File: src/rtl/tlbm_pkg.sv
package tlbm_pkg;
  localparam int REG_W   = 32;
  localparam int ADDR_W  = 32;
  localparam int PID_W   = 14;
  localparam int EPN_LSB = 12;

  typedef enum logic [1:0] {
    ACC_LOAD  = 2'd0,
    ACC_STORE = 2'd1,
    ACC_FETCH = 2'd2,
    ACC_LOAD2 = 2'd3
  } acc_e;

  // defaults word layout
  localparam int DEF_TSEL_LSB = 0;
  localparam int DEF_TSEL_W   = 2;
  localparam int DEF_SIZE_LSB = 8;
  localparam int DEF_SIZE_W   = 4;
  localparam int DEF_ATTR_LSB = 16;
  localparam int DEF_ATTR_W   = 5;
  localparam int DEF_TSRC_LSB = 24;

  // slot register
  localparam int SLOT_TSEL_LSB = 0;
  localparam int SLOT_ESEL_LSB = 16;
  localparam int SLOT_NV_LSB   = 24;

  // tag register
  localparam int TAG_VALID_BIT = 31;
  localparam int TAG_TID_LSB   = 16;
  localparam int TAG_SPACE_BIT = 12;
  localparam int TAG_SIZE_LSB  = 8;

  // page register
  localparam int PAGE_ATTR_LSB = 0;

  // search register
  localparam int SRCH_SPACE_BIT = 0;
  localparam int SRCH_PID_LSB   = 16;

  // syndrome
  localparam int SYN_STORE_BIT = 0;
  localparam int SYN_EXT_BIT   = 1;
  localparam int SYN_W         = 2;

  typedef enum logic [1:0] {
    TSRC_PID0 = 2'd0,
    TSRC_PID1 = 2'd1,
    TSRC_PID2 = 2'd2,
    TSRC_ZERO = 2'd3
  } tsrc_e;
endpackage

File: src/rtl/tlbm_ctx.sv
module tlbm_ctx
  import tlbm_pkg::*;
#(
  parameter int PID_BITS = PID_W
) (
  input  logic [1:0]          acc_i,
  input  logic                ir_space_i,
  input  logic                dat_space_i,
  input  logic                ext_en_i,
  input  logic                ext_space_i,
  input  logic [PID_BITS-1:0] ext_pid_i,
  input  logic [PID_BITS-1:0] pid0_i,
  input  logic [PID_BITS-1:0] pid1_i,
  input  logic [PID_BITS-1:0] pid2_i,
  input  logic [1:0]          tsrc_i,
  output logic                space_o,
  output logic [PID_BITS-1:0] tag_o,
  output logic [PID_BITS-1:0] spid_o
);
  logic is_fetch;
  logic [PID_BITS-1:0] own_tag;

  assign is_fetch = (acc_e'(acc_i) == ACC_FETCH);

  // fetch always takes the instruction space, even in external context
  always_comb begin
    if (is_fetch)      space_o = ir_space_i;
    else if (ext_en_i) space_o = ext_space_i;
    else               space_o = dat_space_i;
  end

  always_comb begin
    unique case (tsrc_e'(tsrc_i))
      TSRC_PID0: own_tag = pid0_i;
      TSRC_PID1: own_tag = pid1_i;
      TSRC_PID2: own_tag = pid2_i;
      default:   own_tag = '0;
    endcase
  end

  assign tag_o  = ext_en_i ? ext_pid_i : own_tag;
  assign spid_o = ext_en_i ? ext_pid_i : pid0_i;
endmodule

File: src/rtl/tlbm_victim.sv
module tlbm_victim #(
  parameter int WAYS  = 4,
  parameter int WAY_W = (WAYS > 1) ? $clog2(WAYS) : 1
) (
  input  logic             clk_i,
  input  logic             rst_ni,
  input  logic             adv_i,
  output logic [WAY_W-1:0] cur_o,
  output logic [WAY_W-1:0] nxt_o
);
  logic [WAY_W-1:0] ptr_q;

  generate
    if (WAYS > 1) begin : g_multi
      // WAYS is a power of two, so the counter width wraps on its own
      assign nxt_o = ptr_q + WAY_W'(1);
    end else begin : g_single
      assign nxt_o = '0;
    end
  endgenerate

  always_ff @(posedge clk_i or negedge rst_ni) begin
    if (!rst_ni)    ptr_q <= '0;
    else if (adv_i) ptr_q <= nxt_o;
  end

  assign cur_o = ptr_q;

  a_r7_ptr_step: assert property (@(posedge clk_i) disable iff (!rst_ni)
    adv_i |=> (cur_o == ((WAYS > 1) ? WAY_W'($past(cur_o) + 1'b1) : '0)));
  a_r7_ptr_hold: assert property (@(posedge clk_i) disable iff (!rst_ni)
    !adv_i |=> $stable(cur_o));
endmodule

File: src/rtl/tlbm_loader.sv
module tlbm_loader
  import tlbm_pkg::*;
#(
  parameter int WAYS     = 4,
  parameter int PID_BITS = PID_W
) (
  input  logic                clk_i,
  input  logic                rst_ni,
  input  logic                miss_i,
  input  logic [1:0]          acc_i,
  input  logic [ADDR_W-1:0]   ea_i,
  input  logic                ir_space_i,
  input  logic                dat_space_i,
  input  logic [PID_BITS-1:0] pid0_i,
  input  logic [PID_BITS-1:0] pid1_i,
  input  logic [PID_BITS-1:0] pid2_i,
  input  logic                ext_en_i,
  input  logic                ext_space_i,
  input  logic [PID_BITS-1:0] ext_pid_i,
  input  logic [REG_W-1:0]    dflt_i,
  output logic [REG_W-1:0]    slot_o,
  output logic [REG_W-1:0]    tag_o,
  output logic [REG_W-1:0]    page_o,
  output logic [REG_W-1:0]    rpn_lo_o,
  output logic [REG_W-1:0]    search_o,
  output logic [REG_W-1:0]    rpn_hi_o,
  output logic [SYN_W-1:0]    syndrome_o
);
  localparam int WAY_W = (WAYS > 1) ? $clog2(WAYS) : 1;
  localparam int EPN_W = ADDR_W - EPN_LSB;

  logic                space;
  logic [PID_BITS-1:0] tag_id;
  logic [PID_BITS-1:0] srch_id;
  logic [WAY_W-1:0]    vic_cur;
  logic [WAY_W-1:0]    vic_nxt;

  logic [REG_W-1:0] slot_d, tag_d, page_d, search_d;
  logic [SYN_W-1:0] syn_d;
  logic [REG_W-1:0] slot_q, tag_q, page_q, search_q;
  logic [SYN_W-1:0] syn_q;

  logic unused_bits;
  assign unused_bits = ^{ea_i[EPN_LSB-1:0], dflt_i[7:2], dflt_i[15:12],
                         dflt_i[23:21], dflt_i[31:26]};

  tlbm_ctx #(.PID_BITS(PID_BITS)) u_ctx (
    .acc_i       (acc_i),
    .ir_space_i  (ir_space_i),
    .dat_space_i (dat_space_i),
    .ext_en_i    (ext_en_i),
    .ext_space_i (ext_space_i),
    .ext_pid_i   (ext_pid_i),
    .pid0_i      (pid0_i),
    .pid1_i      (pid1_i),
    .pid2_i      (pid2_i),
    .tsrc_i      (dflt_i[DEF_TSRC_LSB +: 2]),
    .space_o     (space),
    .tag_o       (tag_id),
    .spid_o      (srch_id)
  );

  tlbm_victim #(.WAYS(WAYS), .WAY_W(WAY_W)) u_victim (
    .clk_i  (clk_i),
    .rst_ni (rst_ni),
    .adv_i  (miss_i),
    .cur_o  (vic_cur),
    .nxt_o  (vic_nxt)
  );

  always_comb begin
    slot_d = '0;
    slot_d[SLOT_TSEL_LSB +: DEF_TSEL_W] = dflt_i[DEF_TSEL_LSB +: DEF_TSEL_W];
    slot_d[SLOT_ESEL_LSB +: WAY_W]      = vic_cur;
    slot_d[SLOT_NV_LSB +: WAY_W]        = vic_nxt;

    tag_d = '0;
    tag_d[TAG_VALID_BIT]                = 1'b1;
    tag_d[TAG_TID_LSB +: PID_BITS]      = tag_id;
    tag_d[TAG_SPACE_BIT]                = space;
    tag_d[TAG_SIZE_LSB +: DEF_SIZE_W]   = dflt_i[DEF_SIZE_LSB +: DEF_SIZE_W];

    page_d = '0;
    page_d[EPN_LSB +: EPN_W]            = ea_i[EPN_LSB +: EPN_W];
    page_d[PAGE_ATTR_LSB +: DEF_ATTR_W] = dflt_i[DEF_ATTR_LSB +: DEF_ATTR_W];

    search_d = '0;
    search_d[SRCH_SPACE_BIT]            = space;
    search_d[SRCH_PID_LSB +: PID_BITS]  = srch_id;

    syn_d = '0;
    syn_d[SYN_STORE_BIT] = (acc_e'(acc_i) == ACC_STORE);
    syn_d[SYN_EXT_BIT]   = ext_en_i;
  end

  always_ff @(posedge clk_i or negedge rst_ni) begin
    if (!rst_ni) begin
      slot_q   <= '0;
      tag_q    <= '0;
      page_q   <= '0;
      search_q <= '0;
      syn_q    <= '0;
    end else if (miss_i) begin
      slot_q   <= slot_d;
      tag_q    <= tag_d;
      page_q   <= page_d;
      search_q <= search_d;
      syn_q    <= syn_d;
    end
  end

  assign slot_o     = slot_q;
  assign tag_o      = tag_q;
  assign page_o     = page_q;
  assign search_o   = search_q;
  assign syndrome_o = syn_q;
  // real page number halves are cleared on every miss and never set here
  assign rpn_lo_o   = '0;
  assign rpn_hi_o   = '0;

  a_r4_valid_epn: assert property (@(posedge clk_i) disable iff (!rst_ni)
    miss_i |=> tag_o[TAG_VALID_BIT] &&
               (page_o[EPN_LSB +: EPN_W] == $past(ea_i[EPN_LSB +: EPN_W])));
  a_r3_space_pair: assert property (@(posedge clk_i) disable iff (!rst_ni)
    miss_i |=> (tag_o[TAG_SPACE_BIT] == search_o[SRCH_SPACE_BIT]));
  a_r5_search_pid0: assert property (@(posedge clk_i) disable iff (!rst_ni)
    (miss_i && !ext_en_i) |=> (search_o[SRCH_PID_LSB +: PID_BITS] == $past(pid0_i)));
  a_r6_ext_tag: assert property (@(posedge clk_i) disable iff (!rst_ni)
    (miss_i && ext_en_i) |=>
      (tag_o[TAG_TID_LSB +: PID_BITS] == $past(ext_pid_i)) &&
      (search_o[SRCH_PID_LSB +: PID_BITS] == $past(ext_pid_i)));
  a_r8_syndrome: assert property (@(posedge clk_i) disable iff (!rst_ni)
    miss_i |=> (syndrome_o[SYN_STORE_BIT] == ($past(acc_i) == 2'd1)) &&
               (syndrome_o[SYN_EXT_BIT] == $past(ext_en_i)));
  a_r7_esel_nv: assert property (@(posedge clk_i) disable iff (!rst_ni)
    miss_i |=> (slot_o[SLOT_NV_LSB +: WAY_W] ==
                ((WAYS > 1) ? WAY_W'(slot_o[SLOT_ESEL_LSB +: WAY_W] + 1'b1) : '0)));
  a_r9_hold: assert property (@(posedge clk_i) disable iff (!rst_ni)
    !miss_i |=> $stable(slot_o) && $stable(tag_o) && $stable(page_o) &&
                $stable(search_o) && $stable(syndrome_o));
endmodule

File: config.mk
export PLATFORM = sky130hd
export DESIGN_NAME = tlbm_loader
export DESIGN_NICKNAME = d
export VERILOG_FILES = /design/src/rtl/tlbm_pkg.sv /design/src/rtl/tlbm_ctx.sv /design/src/rtl/tlbm_victim.sv /design/src/rtl/tlbm_loader.sv
export SDC_FILE = /design/constraint.sdc
export NUM_CORES = 1
export LEC_CHECK = 0
export BUFFER_PORTS_ARGS = -buffer_cell sky130_fd_sc_hd__buf_4
export CORE_AREA = 5 5 122 124
export DETAILED_ROUTE_END_ITERATION = 10
export DIE_AREA = 0 0 127 129
export PLACE_DENSITY_LB_ADDON = 0.15
export SYNTH_ARGS = -nofsm -noshare
export SYNTH_HDL_FRONTEND = slang
export SYNTH_SLANG_ARGS = --single-unit
File: constraint.sdc
create_clock -name clk_i -period 1.8 [get_ports clk_i]
set_input_delay 0.36 -clock clk_i [delete_from_list [all_inputs] [get_ports clk_i]]
set_output_delay 0.36 -clock clk_i [all_outputs]
set_load 0.02 [all_outputs]
# Yosys cells after proc, flatten, opt, wreduce, memory -nomap -nowiden
# Cells that the tools add are included.
[word_totals]
reg_bits = 70
latchBits = 0
mem_bits_rw = 0
rom_bits = 0
inputBits = 129
word_cells = 17
mem_count = 0
[op_classes]
addsub = 1
multipliers = 0
div = 0
n_lt_le_gt_ge = 0
n_eq_ne = 4
shift = 0
mux = 5
bitwise_logic = 0
n_reduce_logical = 1
[op_table]
columns = ["cell", "count"]
rows = [
  ["one-hot mux 14 bit (3 select lines)", 1],
  ["2-to-1 mux 14 bit", 2],
  ["== test 2 x 1 -> 1 bit, second input constant", 2],
  ["== test 2 bit, second input constant", 2],
  ["adder 2 x 1 -> 2 bit, second input constant", 1],
  ["zero test 2 bit", 1],
  ["2-to-1 mux 1 bit", 2],
]

# Depth between registers and ports, before layout
[logic_depth]
ltp_word = 3
depth_mapped = 5

# Cells and area by module
# From an unflattened synthesis, not the netlist that was laid out.
[unflattened]
cells_unflattened = 378
hier_area_um2 = 4350.4
[modules_own_cells]
columns = ["mod", "n_inst", "cells_per_inst", "area_per_inst_um2"]
rows = [
  ["tlbm_loader", 1, 272, 3517.1],
  ["tlbm_ctx", 1, 99, 747.0],
  ["tlbm_victim", 1, 7, 86.3],
]

# Worst setup path after synthesis
# Ideal clock, no wire load.
[synth_timing]
path_type = "input to register"
start = "input port miss_i"
end = "register page_q[0] (netlist: page_o[0])"
setup_ps = 125
arrival_time_ps = 1040
path_slack_ps = 635
stages = 3
path_cell_list = "buf_2 -> buf_2 -> mux2_2"
[synth_rtl]
columns = ["element", "line_no", "rtl"]
rows = [
  ["start: declaration", "tlbm_loader.sv:9", "input logic miss_i,"],
  ["end signal: assignment", "tlbm_loader.sv:106", "page_q <= page_d;"],
  ["end: declaration", "tlbm_loader.sv:40", "logic [REG_W-1:0] slot_q, tag_q, page_q, search_q;"],
]
# No word-level cell between the ends.

==> results.md <==
* Number of filler instances in the final layout at ~1400
* Number of CTS-inserted buffers at 9
* Global placer's final weighted congestion at 0.721
* Count of routing violations after the opening detailed-route iteration at 70
* Reg power frac at 35.4%
* Number of cells in the design after placement at 719
* Clock-pin slew reported for the worst setup and hold paths after clock tree synthesis at 60 ps
* Cell count of the worst reg-to-reg path at 2
* Reg-to-reg endpoint: syndrome_o[0]
* Power Total at 5.13 mW
* Switching power summed over all nets at 1.58 mW
* Worst path cell trace: buf_4
* Footprint of the multi-input gates at 1750 sq um
* Commonest cells after routing, fill and taps aside: 169 x sky130_fd_sc_hd__buf_4, 126 x sky130_fd_sc_hd__conb_1, 67 x sky130_fd_sc_hd__dfrtp_1, 33 x sky130_fd_sc_hd__mux2_2, 29 x sky130_fd_sc_hd__mux2i_1
* Run status: completed
* TritonCTS clock tree: yes
* Count of non-filler cells in the finished layout at 736
* Unrepaired setup endpoints after global routing: no
* Tcrit/Tclk final at between 70 and 80%
* Detailed Route WL at 10.9 mm
* Clock Latency Late Sink at 330 ps
* Number of hold violations in the final report at 0
* Floorplan Core Area at 13700 sq um
* Cell Int Power at roughly 3.6 mW
* Post-synthesis instance total at about 400
* Power density normalized to cell area at ~970 nW/um^2
* Buffers added on ports at around 170
* Overall die width at 127 um
* Number of H-tree branching levels at 3
* Maximum resistive drop on vdd at 0.522 mV
* Critical Path Sink Type: output pin
* Estimated wirelength of the detail-placed design at about 8.5 mm
* Register area share after synthesis at 41.5%
* Dominant delay contributor by cell family on the critical path: flip-flops
* Diodes inserted at 0
* Start-to-end type of the worst setup path: register to output pin
* Remaining number of nets flagged by the antenna check after routing at 0
* Fin worst setup slack at 538 ps
* Register Area at 1680 sq um
* Clk pwr share at 37.7%
* GRT Util Overall at 12.7%
* Routed via count at between 2000 and 3000
* Area of placed instances at slightly below 5000 sq um
* Actual transition at the worst max-transition pin at 583 ps
* Headroom to the max-slew limit at 61.1%
* Combinational power share at 26.9%
* Antenna violations before repair at 0
* Syn. warnings at 0
* Die Ht at 129 um
* Largest buffer count on any clock path at 2
* Setup TNS at 0 ps
* Critical Path Fanout Max at 3
* RR Startpoint: syndrome_o[0]
* Worst path slowest cell: sky130_fd_sc_hd__dfrtp_1
* End of the worst hold path: tag_o[10]
* Root buffer selected by CTS: sky130_fd_sc_hd__clkbuf_16
* Mean instance size in the synthesized netlist at ~10 sq um
* Share of cells above drive strength 1 at 40.1%
* Largest stage delay, worst path at 400 ps
* DR DRC count at 0
* Average vias per placed instance at 3.99
* Number of setup buffers added after CTS at 0
* Number of hold buffers added after CTS at 1
* Worst clock skew at 0.0498 ps
* Total of max-cap violations at 0
* Io pins at 323
* DIE AREA at 16400 sq um
* Fmax achieved at 0.792 GHz
* Combined area of all synthesized cells at 4040 sq um
* Commonest non-fill, non-tap cell in the layout: sky130_fd_sc_hd__buf_4
* Worst min path class: input pin to register
* Final routed wire length divided by cell count at 14.8 um
* Slew Viols, Final at 0
* Synthesized flop and latch total at 67
* Combined buffer and inverter count along the critical path at 1
* Global route overflow at 0
* Count of cells along the worst hold path at 2
* Final standard cell area without fillers at 5310 sq um
* Starting density of the core at 29.6%
* NumNets Final at 680
* Via count of the first global-routing pass at between 3000 and 4000
* Final critical delay including setup and external delays at 1260 ps
* Post-synthesis cell type count at 29
* Setup slack of the worst register-to-register path at 980 ps
* Wire length of the first global-routing pass at roughly 16 mm
* Largest net degree at the start of global routing at 35
* Setup WS pre-CTS at about 250 ps
* Post-synthesis to final-layout area growth at 31.5%
* Num Clock Sinks at 67
* Number of setup violations in the final report at 0
* Net switching fraction of the power at 30.7%
* Startpoint types: register
* Router iterations before antenna repair at 4
* Static Leak at 2.66 nW
* Data arrival time of the critical path at about 900 ps
* Cell Rows at 43
* Post_cts resized at 0
* Critical path required time at 1440 ps
* Hold_sp: dflt_i[10]
## stage by stage
stage | utilization (%) | hold slack (ps)
2_1_floorplan | - | 64.4
3_3_place_gp | 36.4 | 363
3_5_place_dp | 36.4 | 364
4_1_cts | 38.9 | 237
5_1_grt | 38.9 | 240
6_report | 38.9 | 255
## sequential cells by signal, summed over array words and instances (netlist names)
register and flops:
u_victim.cur_o 2, syndrome_o 2, slot_o 4, page_o 25
tag_o 19, search_o 15
## Yosys cell counts, drive strengths merged
cell    count  area share (%)
dfrtp      67              41
nand2      15             1.4
o21a        1            0.19
a31o        1            0.22
nor2b       2            0.50
inv         3            0.28
nor2       14             1.3
nand3b     14             2.6
buf       141              26
conb        1           0.093
o31ai       1            0.19
a21oi      14             1.7
mux2i      29             7.2
or2        15             2.3
and2b       1            0.19
mux2       33             9.2
o22ai       1            0.15
a31oi      14             2.2
o21ai      15             1.9
xor2        1            0.22
clkbuf      5            0.46
xnor2       1            0.22
## power groups by stage
| stage | sequential (mW) | clock [mW] | combinational [mW] |
|---|---|---|---|
| 6_report | 1.82 | 1.93 | 1.38 |
| 3_5_place_dp | 1.84 | 0 | 1.39 |
| 5_1_grt | 1.84 | 2.08 | 1.49 |
| 2_1_floorplan | 2.07 | 0 | 0.761 |
| 4_1_cts | 1.82 | 2.00 | 1.40 |
| 3_3_place_gp | 1.84 | 0 | 1.38 |
## worst max path at each step
stage / from / to / slack (ps) / cells past startpoint
floorplan: miss_i / page_o[0] / 630 / 3
global placement: ext_en_i / tag_o[27] / 270 / 3
detailed placement: ext_en_i / tag_o[16] / 250 / 3
CTS: search_o[0] / tag_o[12] / 510 / 1
global route: u_victim.cur_o[1] / slot_o[25] / 500 / 1
finish: search_o[0] / tag_o[12] / 540 / 1
## metal layers
layer	vias to the layer above	wire length, um	GRT usage (%)
li1	1368	-	-
met1	1401	3710	13.2
met2	152	5710	22.4
met3	13	1250	5.94
met4	0	202	5.05
met5	-	0	0
## cell families (layout without fill, tap and decap cells)
family / after synthesis / after routing / synth area share (%)
buf+inv: 149 / 191 / 26.8
flops: 67 / 67 / 41.5
mux: 62 / 62 / 16.4
simple gates: 61 / 61 / 8.30
compound gates: 47 / 47 / 6.50
xor+xnor: 2 / 2 / 0.434
other cells: 1 / 126 / 0.0928
## area by class of cell
class | instances | share of cell area (%)
clock inverter | 4 | 1.37
sequential | 67 | 31.6
tap | 180 | 4.24
clock buffer | 12 | 4.83
timing repair buffer | 172 | 24.8
multi-input combinational | 298 | 33.0
inverter | 3 | 0.212
No activity file was read; power rests on OpenSTA's default activity.
